### config.mk
export PLATFORM = sky130hd
export DESIGN_NAME = regptr_autoinc
export DESIGN_NICKNAME = d
export VERILOG_FILES = /design/src/rtl/regptr_pkg.sv /design/src/rtl/regptr_next.sv /design/src/rtl/regptr_wrgate.sv /design/src/rtl/regptr_commit.sv /design/src/rtl/regptr_autoinc.sv
export SDC_FILE = /design/constraint.sdc
export NUM_CORES = 1
export LEC_CHECK = 0
export ABC_AREA = 0
export BUFFER_PORTS_ARGS = -buffer_cell sky130_fd_sc_hd__clkbuf_2
export CORE_MARGIN = 3
export CORE_UTILIZATION = 42
export DETAILED_ROUTE_END_ITERATION = 7
export HOLD_SLACK_MARGIN = 0.1
export MAX_ROUTING_LAYER = met4
export PLACE_DENSITY = 0.74
export SYNTH_ARGS = -nofsm -noshare
export SYNTH_HDL_FRONTEND = slang
export SYNTH_HIERARCHICAL = 1
export SYNTH_SLANG_ARGS = --single-unit
### constraint.sdc
create_clock -name clk -period 1.75 [get_ports clk]
set_input_delay 0 -clock clk [delete_from_list [all_inputs] [get_ports clk]]
set_output_delay 0 -clock clk [all_outputs]
set_load 0.01 [all_outputs]
### src/rtl/regptr_pkg.sv
package regptr_pkg;
  localparam int PTR_W  = 5;
  localparam int DATA_W = 8;
  localparam int OPT_W  = 3;
  localparam int N_SCHEMES = 4;

  typedef logic [PTR_W-1:0]  ptr_t;
  typedef logic [DATA_W-1:0] byte_t;
  typedef logic [OPT_W-1:0]  opt_t;

  // last index of the writable map before natural wrap to zero
  localparam ptr_t LAST_MAPPED = ptr_t'(5'h1B);
  // first index that is read-only or unmapped
  localparam ptr_t FIRST_RO    = ptr_t'(5'h1D);
  // range of output-affecting registers that are shadowed
  localparam ptr_t STAGE_LO    = ptr_t'(5'h02);
  localparam ptr_t STAGE_HI    = ptr_t'(5'h17);

  // per scheme (selected by option bits [1:0] when bit 2 set): end and restart
  localparam ptr_t WRAP_END [N_SCHEMES] = '{ptr_t'(5'h1B), ptr_t'(5'h11), ptr_t'(5'h13), ptr_t'(5'h13)};
  localparam ptr_t WRAP_TO  [N_SCHEMES] = '{ptr_t'(5'h00), ptr_t'(5'h02), ptr_t'(5'h12), ptr_t'(5'h02)};
endpackage

### src/rtl/regptr_next.sv
module regptr_next
  import regptr_pkg::*;
(
  input  ptr_t cur,
  input  opt_t opt,
  output ptr_t nxt
);
  ptr_t cand [N_SCHEMES];

  // one candidate per wrap scheme
  for (genvar g = 0; g < N_SCHEMES; g++) begin : g_scheme
    assign cand[g] = (cur == WRAP_END[g]) ? WRAP_TO[g] :
                     (cur == LAST_MAPPED) ? '0 :
                     cur + ptr_t'(1);
  end

  // option bit 2 clear: no increment (000) or reserved (001..011) -> hold
  always_comb begin
    if (opt[OPT_W-1]) nxt = cand[opt[1:0]];
    else              nxt = cur;
  end
endmodule

### src/rtl/regptr_wrgate.sv
module regptr_wrgate
  import regptr_pkg::*;
(
  input  logic clk,
  input  logic rst_n,
  input  logic data_fire,
  input  ptr_t ptr,
  output logic wr_en,
  output logic wr_live,
  output logic staged_wr
);
  logic writable;
  logic in_stage;

  always_comb begin
    writable  = (ptr < FIRST_RO);
    in_stage  = (ptr >= STAGE_LO) && (ptr <= STAGE_HI);
    wr_en     = data_fire && writable;
    wr_live   = !in_stage;
    staged_wr = wr_en && in_stage;
  end

  // no strobe ever lands on the read-only / unmapped tail
  assert_ro_discard_R10: assert property (@(posedge clk) disable iff (!rst_n)
    wr_en |-> (ptr <= ptr_t'(5'h1C)));

  // a shadowed write is never flagged live
  assert_live_flag_R11: assert property (@(posedge clk) disable iff (!rst_n)
    staged_wr |-> !wr_live);
endmodule

### src/rtl/regptr_commit.sv
module regptr_commit
  import regptr_pkg::*;
(
  input  logic clk,
  input  logic rst_n,
  input  logic on_ack,
  input  logic staged_wr,
  input  logic stop,
  output logic commit
);
  logic pend_q;
  logic commit_q;

  always_ff @(posedge clk or negedge rst_n) begin
    if (!rst_n) begin
      pend_q   <= 1'b0;
      commit_q <= 1'b0;
    end else if (on_ack) begin
      commit_q <= staged_wr;
      pend_q   <= 1'b0;
    end else if (stop) begin
      commit_q <= pend_q || staged_wr;
      pend_q   <= 1'b0;
    end else begin
      commit_q <= 1'b0;
      if (staged_wr) pend_q <= 1'b1;
    end
  end

  assign commit = commit_q;

  // per-byte commit follows every shadowed write
  assert_ack_commit_R13: assert property (@(posedge clk) disable iff (!rst_n)
    (on_ack && staged_wr) |=> commit);

  // deferred mode never commits without a Stop
  assert_defer_nostop_R12: assert property (@(posedge clk) disable iff (!rst_n)
    (!on_ack && !stop) |=> !commit);

  // Stop with nothing staged yields no commit
  assert_defer_empty_R12: assert property (@(posedge clk) disable iff (!rst_n)
    (!on_ack && stop && !pend_q && !staged_wr) |=> !commit);
endmodule

### src/rtl/regptr_autoinc.sv
module regptr_autoinc
  import regptr_pkg::*;
(
  input  logic              clk,
  input  logic              rst_n,
  input  logic              wr_xfer_start,
  input  logic              rx_valid,
  output logic              rx_ready,
  input  logic [DATA_W-1:0] rx_data,
  input  logic              rd_done,
  input  logic              bus_stop,
  input  logic              update_on_ack,
  output logic [PTR_W-1:0]  reg_idx,
  output logic              wr_en,
  output logic [PTR_W-1:0]  wr_addr,
  output logic [DATA_W-1:0] wr_data,
  output logic              wr_live,
  output logic              commit
);
  ptr_t ptr_q;
  opt_t opt_q;
  logic expect_ctrl_q;
  ptr_t ptr_nxt;
  logic ctrl_byte;
  logic data_fire;
  logic adv;
  logic staged_wr;

  assign rx_ready  = 1'b1;
  assign ctrl_byte = rx_valid && expect_ctrl_q;
  assign data_fire = rx_valid && !expect_ctrl_q;
  assign adv       = data_fire || (rd_done && !rx_valid);

  regptr_next u_next (
    .cur (ptr_q),
    .opt (opt_q),
    .nxt (ptr_nxt)
  );

  always_ff @(posedge clk or negedge rst_n) begin
    if (!rst_n) begin
      ptr_q         <= '0;
      opt_q         <= '0;
      expect_ctrl_q <= 1'b0;
    end else begin
      if (wr_xfer_start)            expect_ctrl_q <= 1'b1;
      else if (ctrl_byte || bus_stop) expect_ctrl_q <= 1'b0;

      if (ctrl_byte) begin
        ptr_q <= rx_data[PTR_W-1:0];
        opt_q <= rx_data[DATA_W-1:DATA_W-OPT_W];
      end else if (adv) begin
        ptr_q <= ptr_nxt;
      end
    end
  end

  regptr_wrgate u_gate (
    .clk       (clk),
    .rst_n     (rst_n),
    .data_fire (data_fire),
    .ptr       (ptr_q),
    .wr_en     (wr_en),
    .wr_live   (wr_live),
    .staged_wr (staged_wr)
  );

  regptr_commit u_commit (
    .clk       (clk),
    .rst_n     (rst_n),
    .on_ack    (update_on_ack),
    .staged_wr (staged_wr),
    .stop      (bus_stop),
    .commit    (commit)
  );

  assign reg_idx = ptr_q;
  assign wr_addr = ptr_q;
  assign wr_data = rx_data;

  // the control byte itself is never written
  assert_ctrl_nowrite_R2: assert property (@(posedge clk) disable iff (!rst_n)
    ctrl_byte |-> !wr_en);

  // option without bit 2 holds the pointer
  assert_hold_R3: assert property (@(posedge clk) disable iff (!rst_n)
    (adv && !opt_q[OPT_W-1]) |=> $stable(reg_idx));

  // full sweep wraps from the last mapped register to zero
  assert_wrap_all_R4: assert property (@(posedge clk) disable iff (!rst_n)
    (adv && opt_q == 3'b100 && ptr_q == ptr_t'(5'h1B)) |=> (reg_idx == '0));

  // combined range restarts at the first duty register
  assert_wrap_both_R7: assert property (@(posedge clk) disable iff (!rst_n)
    (adv && opt_q == 3'b111 && ptr_q == ptr_t'(5'h13)) |=> (reg_idx == ptr_t'(5'h02)));

  // no byte and no read, no movement
  assert_idle_stable_R9: assert property (@(posedge clk) disable iff (!rst_n)
    (!rx_valid && !rd_done) |=> $stable(reg_idx));
endmodule

# == Word level (Yosys, flattened, before mapping) ==
# Index checks and enable logic that the tools add are counted.
# totals
regBits,11
input_bits,15
out_inout_bits,22
# classes
n_reduce_logical,17
bitwise,1
n_mux,17
addsub,1
eq_ne,3
n_lt_le_gt_ge,4
# ops
operator,n
2-to-1 mux 5 bit,9
"equality test 5 bit, second input constant",3
binary-select mux 5 bit (select 2 bit),1
2-to-1 mux 1 bit,7
logical AND 1 bit,6
nonzero test 2 bit,3
"adder 5 x 1 -> 5 bit, second input constant",1
">= comparator 5 x 2 -> 1 bit, second input constant",1
"<= comparator 5 bit, second input constant",1
"less-than comparator 5 bit, second input constant",1
">= comparator 3 bit, second input constant",1
logical NOT 1 bit,3
logical OR 1 bit,3
NOT 2 -> 3 bit,1
nonzero test 3 bit,1
AND reduction 2 bit,1

# == Logic depth before layout (Yosys ltp) ==
# logic_depth
word_depth,9
depth_mapped,7

# == Modules after synthesis ==
# The synthesis kept the hierarchy.
# by_module_without_submodules
module,seq_area_each_um2,cells_per_inst,instances,area_per_inst_um2
regptr_autoinc,225.2,49,1,585.6
regptr_next,0.0,31,1,206.4
regptr_commit,50.0,6,1,73.8
regptr_wrgate,0.0,6,1,36.3

# == Worst setup path after synthesis ==
# OpenSTA, ideal clock, no wires.
# synth_timing
kind,register to register
startpoint,"register ptr_q[3], in the netlist reg_idx[3]"
endpoint,"register ptr_q[4], in the netlist reg_idx[4]"
path_slack_ns,0.069
arrival_ns,1.555
path_stages_with_launch,6
setup_ns,0.126
path_cell_list,dfrtp_1 -> or3b_1 -> a21o_1 -> a221o_1 -> mux2i_1 -> mux2i_1
# synth_via
elab_chain_cells,9
word_cells_on_any_way,14
# synth_rtl
element,line_no,source
"start, declared",regptr_autoinc.sv:20,ptr_t ptr_q;
"start signal, assigned",regptr_autoinc.sv:50,ptr_q <= rx_data[PTR_W-1:0];
"start signal, assigned",regptr_autoinc.sv:53,ptr_q <= ptr_nxt;
adder 5 x 1 -> 5 bit or equality test 5 bit (tied branches),"regptr_next.sv:14, regptr_next.sv:12, regptr_next.sv:13",
2-to-1 mux 5 bit (2 in series),regptr_next.sv:12,assign cand[g] = (cur == WRAP_END[g]) ? WRAP_TO[g] :
binary-select mux 5 bit (select 2 bit) (*),regptr_next.sv:19,if (opt[OPT_W-1]) nxt = cand[opt[1:0]];
2-to-1 mux 5 bit (not written as such) (*) (2 in series),regptr_next.sv:19,
2-to-1 mux 5 bit (*),regptr_next.sv:19,
via ptr_nxt[4],regptr_autoinc.sv:23,ptr_t ptr_nxt;
2-to-1 mux 5 bit (*),regptr_autoinc.sv:52,end else if (adv) begin
2-to-1 mux 5 bit (*),regptr_autoinc.sv:49,if (ctrl_byte) begin
# The timed path passes the listed nets; every way through them passes the cells marked *. The select of a mux whose other input is x is not followed.
# A chain may end at the register's enable or synchronous reset.

# == Worst setup path in the final report ==
# Ends and elaborated chain as after synthesis.

==> impl_metrics.yaml <==
die:
  rows: 16
  core-area_mm2: 0.00200
  die_w_um: 52.3
  die_height_um: 52.3
  start_util: 0.451
  ios: 37
  die-area_mm2: 0.00274
synthesis:
  synth_top_family_by_area: "multiplexers"
  muxShareOfSynthArea: 0.216
  synth.top_cell.area_share: 0.305
  yosysTopAreaCell: "dfrtp_1"
  syn_nets: 109
  synth_cell_type_count: 35
  syn_inst: 92
  syn_area_um2: 902
  synth-simple-area-share: 0.153
  syn_area_per_cell_um2: 9.81
  synth_compound_gate_area_share: 0.111
  ys_ff_latch: 11
  synth_fa_ha_area_frac: 0.0277
  yosys-top-cells-area: "dfrtp_1 (31%), mux2i_1 (17%), buf_4 (12%), mux2_4 (5.0%), ha_1 (2.8%)"
  synthXorXnorAreaFrac: 0.0194
  yosysWarnings: 6
  yosysSeqAreaShare: 0.305
drt:
  routed_wl_um: 2280
  vias_per_cell: 5.18
  firstDrtPassIters: 4
  vias: 828
  drt-initial-drc-count: 25
  ant_nets: 0
  drc: 0
  wl_per_cell_um: 14.3
finish:
  area_growth_pct: 31.2
  fin_nets: 151
  finalInstanceArea_mm2: 0.00118
  num-fill-cells: 183
  diodes: 0
  layout-drive-gt1-share: 0.383
  layout.cells.non_filler: 160
worst_setup_path:
  slowest_delay_ns: 0.42
  r2r-end: "reg_idx[4]$_DFFE_PN0P_"
  crit_required_ns: 1.90
  worstSetupEndpointType: "flip-flop"
  crit_family: "compound AO/OA/AOI/OAI gates"
  path_cells: "or3b_1 > a21o_1 > a221o_1 > mux2i_1 > mux2i_1"
  cp_num_buf_inv: 0
  start_kind: "flip-flop"
  critPathArrivalTime_ns: 1.81
  cp_max_fo: 2
  reg2reg_slack_ns: 0.09
  r2r_start: "reg_idx[3]$_DFFE_PN0P_"
  r2r_cells: 5
  slowest_stage: "or3b_1"
  worstSetupPathType: "reg2reg"
  cp_common_cell: "mux2i_1"
sta:
  hold_violations: 0
  fmax_mhz: 604
  report.final.slew_viol_count: 0
  skew_ns: 0.00284
  finalSetupViolCount: 0
  rsz0062_at_grt: "no"
  final.setup.tns_ns: 0
  setup_slack_ns: 0.0943
  fin_crit_sh: 0.946
  min_period_ns: 1.66
outcome:
  outcome: "finished clean"
clock_tree:
  htreeDepth: 1
  cts_tree: "yes"
  cts_made_buffers: 3
  clkTransAtPathRegs_ns: 0.07
  numClockSinks: 11
  clockBufferDepth: 2
  root_buffer: "clkbuf_4"
  clk_latency_ns: 0.27
power:
  p_leak_nw: 0.630
  power_density_mw_per_mm2: 1360
  ir_drop_uv: 699
worst_hold_path:
  hp-class: "in2reg"
  whs_path_depth: 2
  min_from: "rx_valid"
  whs_endpoint: "reg_idx[1]$_DFFE_PN0P_"
place:
  dpl_worst_slack_ns: 0.0779
  dp.cells: 143
  place_congestion: 0.863
  hpwl_um: 1670
  port_buffers: 35
  dpl_cell_area_mm2: 0.00102
global_route:
  overflow: 0
  grt_pass1_wl_um: 3530
  groute.usage.overall: 0.181
  grt_max_degree: 14
  antenna_found_initial: 0
  grt_pass1_vias: 788
flow_run:
  maxCapViolations: 0
placed cells by master (no fill, tap or decap), types with 2 or more instances in the layout:
cell type	instances
nor2_1	3
mux2_4	3
a21oi_1	2
inv_1	4
buf_4	6
mux2i_1	15
nand2_1	5
clkbuf_4	3
o21ai_0	3
dlygate4sd3_1	13
dfrtp_1	10
a21o_1	2
nand3b_1	2
nor2b_1	3
clkbuf_2	35
flip-flops by register name, indices dropped and copies added (netlist names):
signal,count
opt_q,3
reg_idx,5
u_commit/commit,1
expect_ctrl_q,1
u_commit/pend_q,1
per-stage QoR:
step	total power [mW]	utilization	hold WS, ns
2_1_floorplan	1.08	-	-0.296
3_3_place_gp	1.36	0.511	-0.102
3_5_place_dp	1.39	0.511	-0.107
4_1_cts	1.60	0.589	0.141
5_1_grt	1.74	0.591	0.143
6_report	1.61	0.591	0.133
final cells by class:
class	count	area, µm²	area share
timing repair buffer	54	350	0.296
multi-input combinational	60	482	0.407
sequential	11	277	0.234
inverter	4	15.0	0.0127
tap	27	33.8	0.0285
clock buffer	4	26.3	0.0222
worst max-delay path by stage:
| stage | start | endpoint | slack, ns | cells after the start |
|---|---|---|---|---|
| after CTS | reg_idx[1]$_DFFE_PN0P_ | reg_idx[4]$_DFFE_PN0P_ | 0.06 | 6 |
| after global routing | reg_idx[0]$_DFFE_PN0P_ | reg_idx[4]$_DFFE_PN0P_ | 0.009 | 6 |
| final | reg_idx[3]$_DFFE_PN0P_ | reg_idx[4]$_DFFE_PN0P_ | 0.09 | 5 |
| after global placement | reg_idx[1]$_DFFE_PN0P_ | reg_idx[4]$_DFFE_PN0P_ | 0.12 | 6 |
| after floorplan | reg_idx[3]$_DFFE_PN0P_ | reg_idx[4]$_DFFE_PN0P_ | 0.07 | 5 |
| after detailed placement | reg_idx[0]$_DFFE_PN0P_ | reg_idx[4]$_DFFE_PN0P_ | 0.08 | 6 |
power breakdown:
part           switching [mW]  total [mW]  internal [mW]  leakage [nW]
combinational           0.526        1.00          0.476         0.484
sequential             0.0956       0.428          0.333         0.131
clock                  0.0874       0.176         0.0884        0.0150
total                   0.709        1.61          0.897         0.630
layer usage:
layer  GRT usage  share of wire  wire, µm
met4      0.0468         0.0061        14
met2       0.304           0.50      1130
met1       0.208           0.43       982
met3      0.0598          0.065       149
met5           -              0         0
synthesized netlist by cell type:
library cell	instances
conb_1	1
xor2_1	1
a21oi_1	2
nand2b_1	1
nor3_1	1
and4b_1	1
nor2b_1	3
o22a_1	1
o21ai_0	3
ha_1	2
a221o_1	1
and3_1	1
o2111ai_1	1
inv_1	4
buf_2	1
xnor2_1	1
a21boi_0	1
a21o_1	2
buf_6	2
a21bo_2	1
and2_1	1
or4_1	1
mux2_4	3
a41oi_1	1
nor2_1	3
nor4_1	1
nand2_1	5
dfrtp_1	11
a31oi_1	1
buf_4	14
nand2_4	1
nand3b_1	2
nand4_1	1
mux2i_1	15
or3b_1	1
cells by family after synthesis:
logic type,count (synthesis)
adders and majority gates,2
xor gates and xnor gates,2
DFF,11
buffers and inverters,21
AOI/OAI and AO/OA,14
and+or+nand+nor,23
other,1
muxes,18
timing repair:
item,in CTS,in global routing
endpoints found under the setup margin,0,1
gates resized for setup,0,2
buffers inserted,0,0
endpoints found under the hold margin,22,0
hold buffers,13,0
Note: power is estimated with default switching activity, not from simulation.
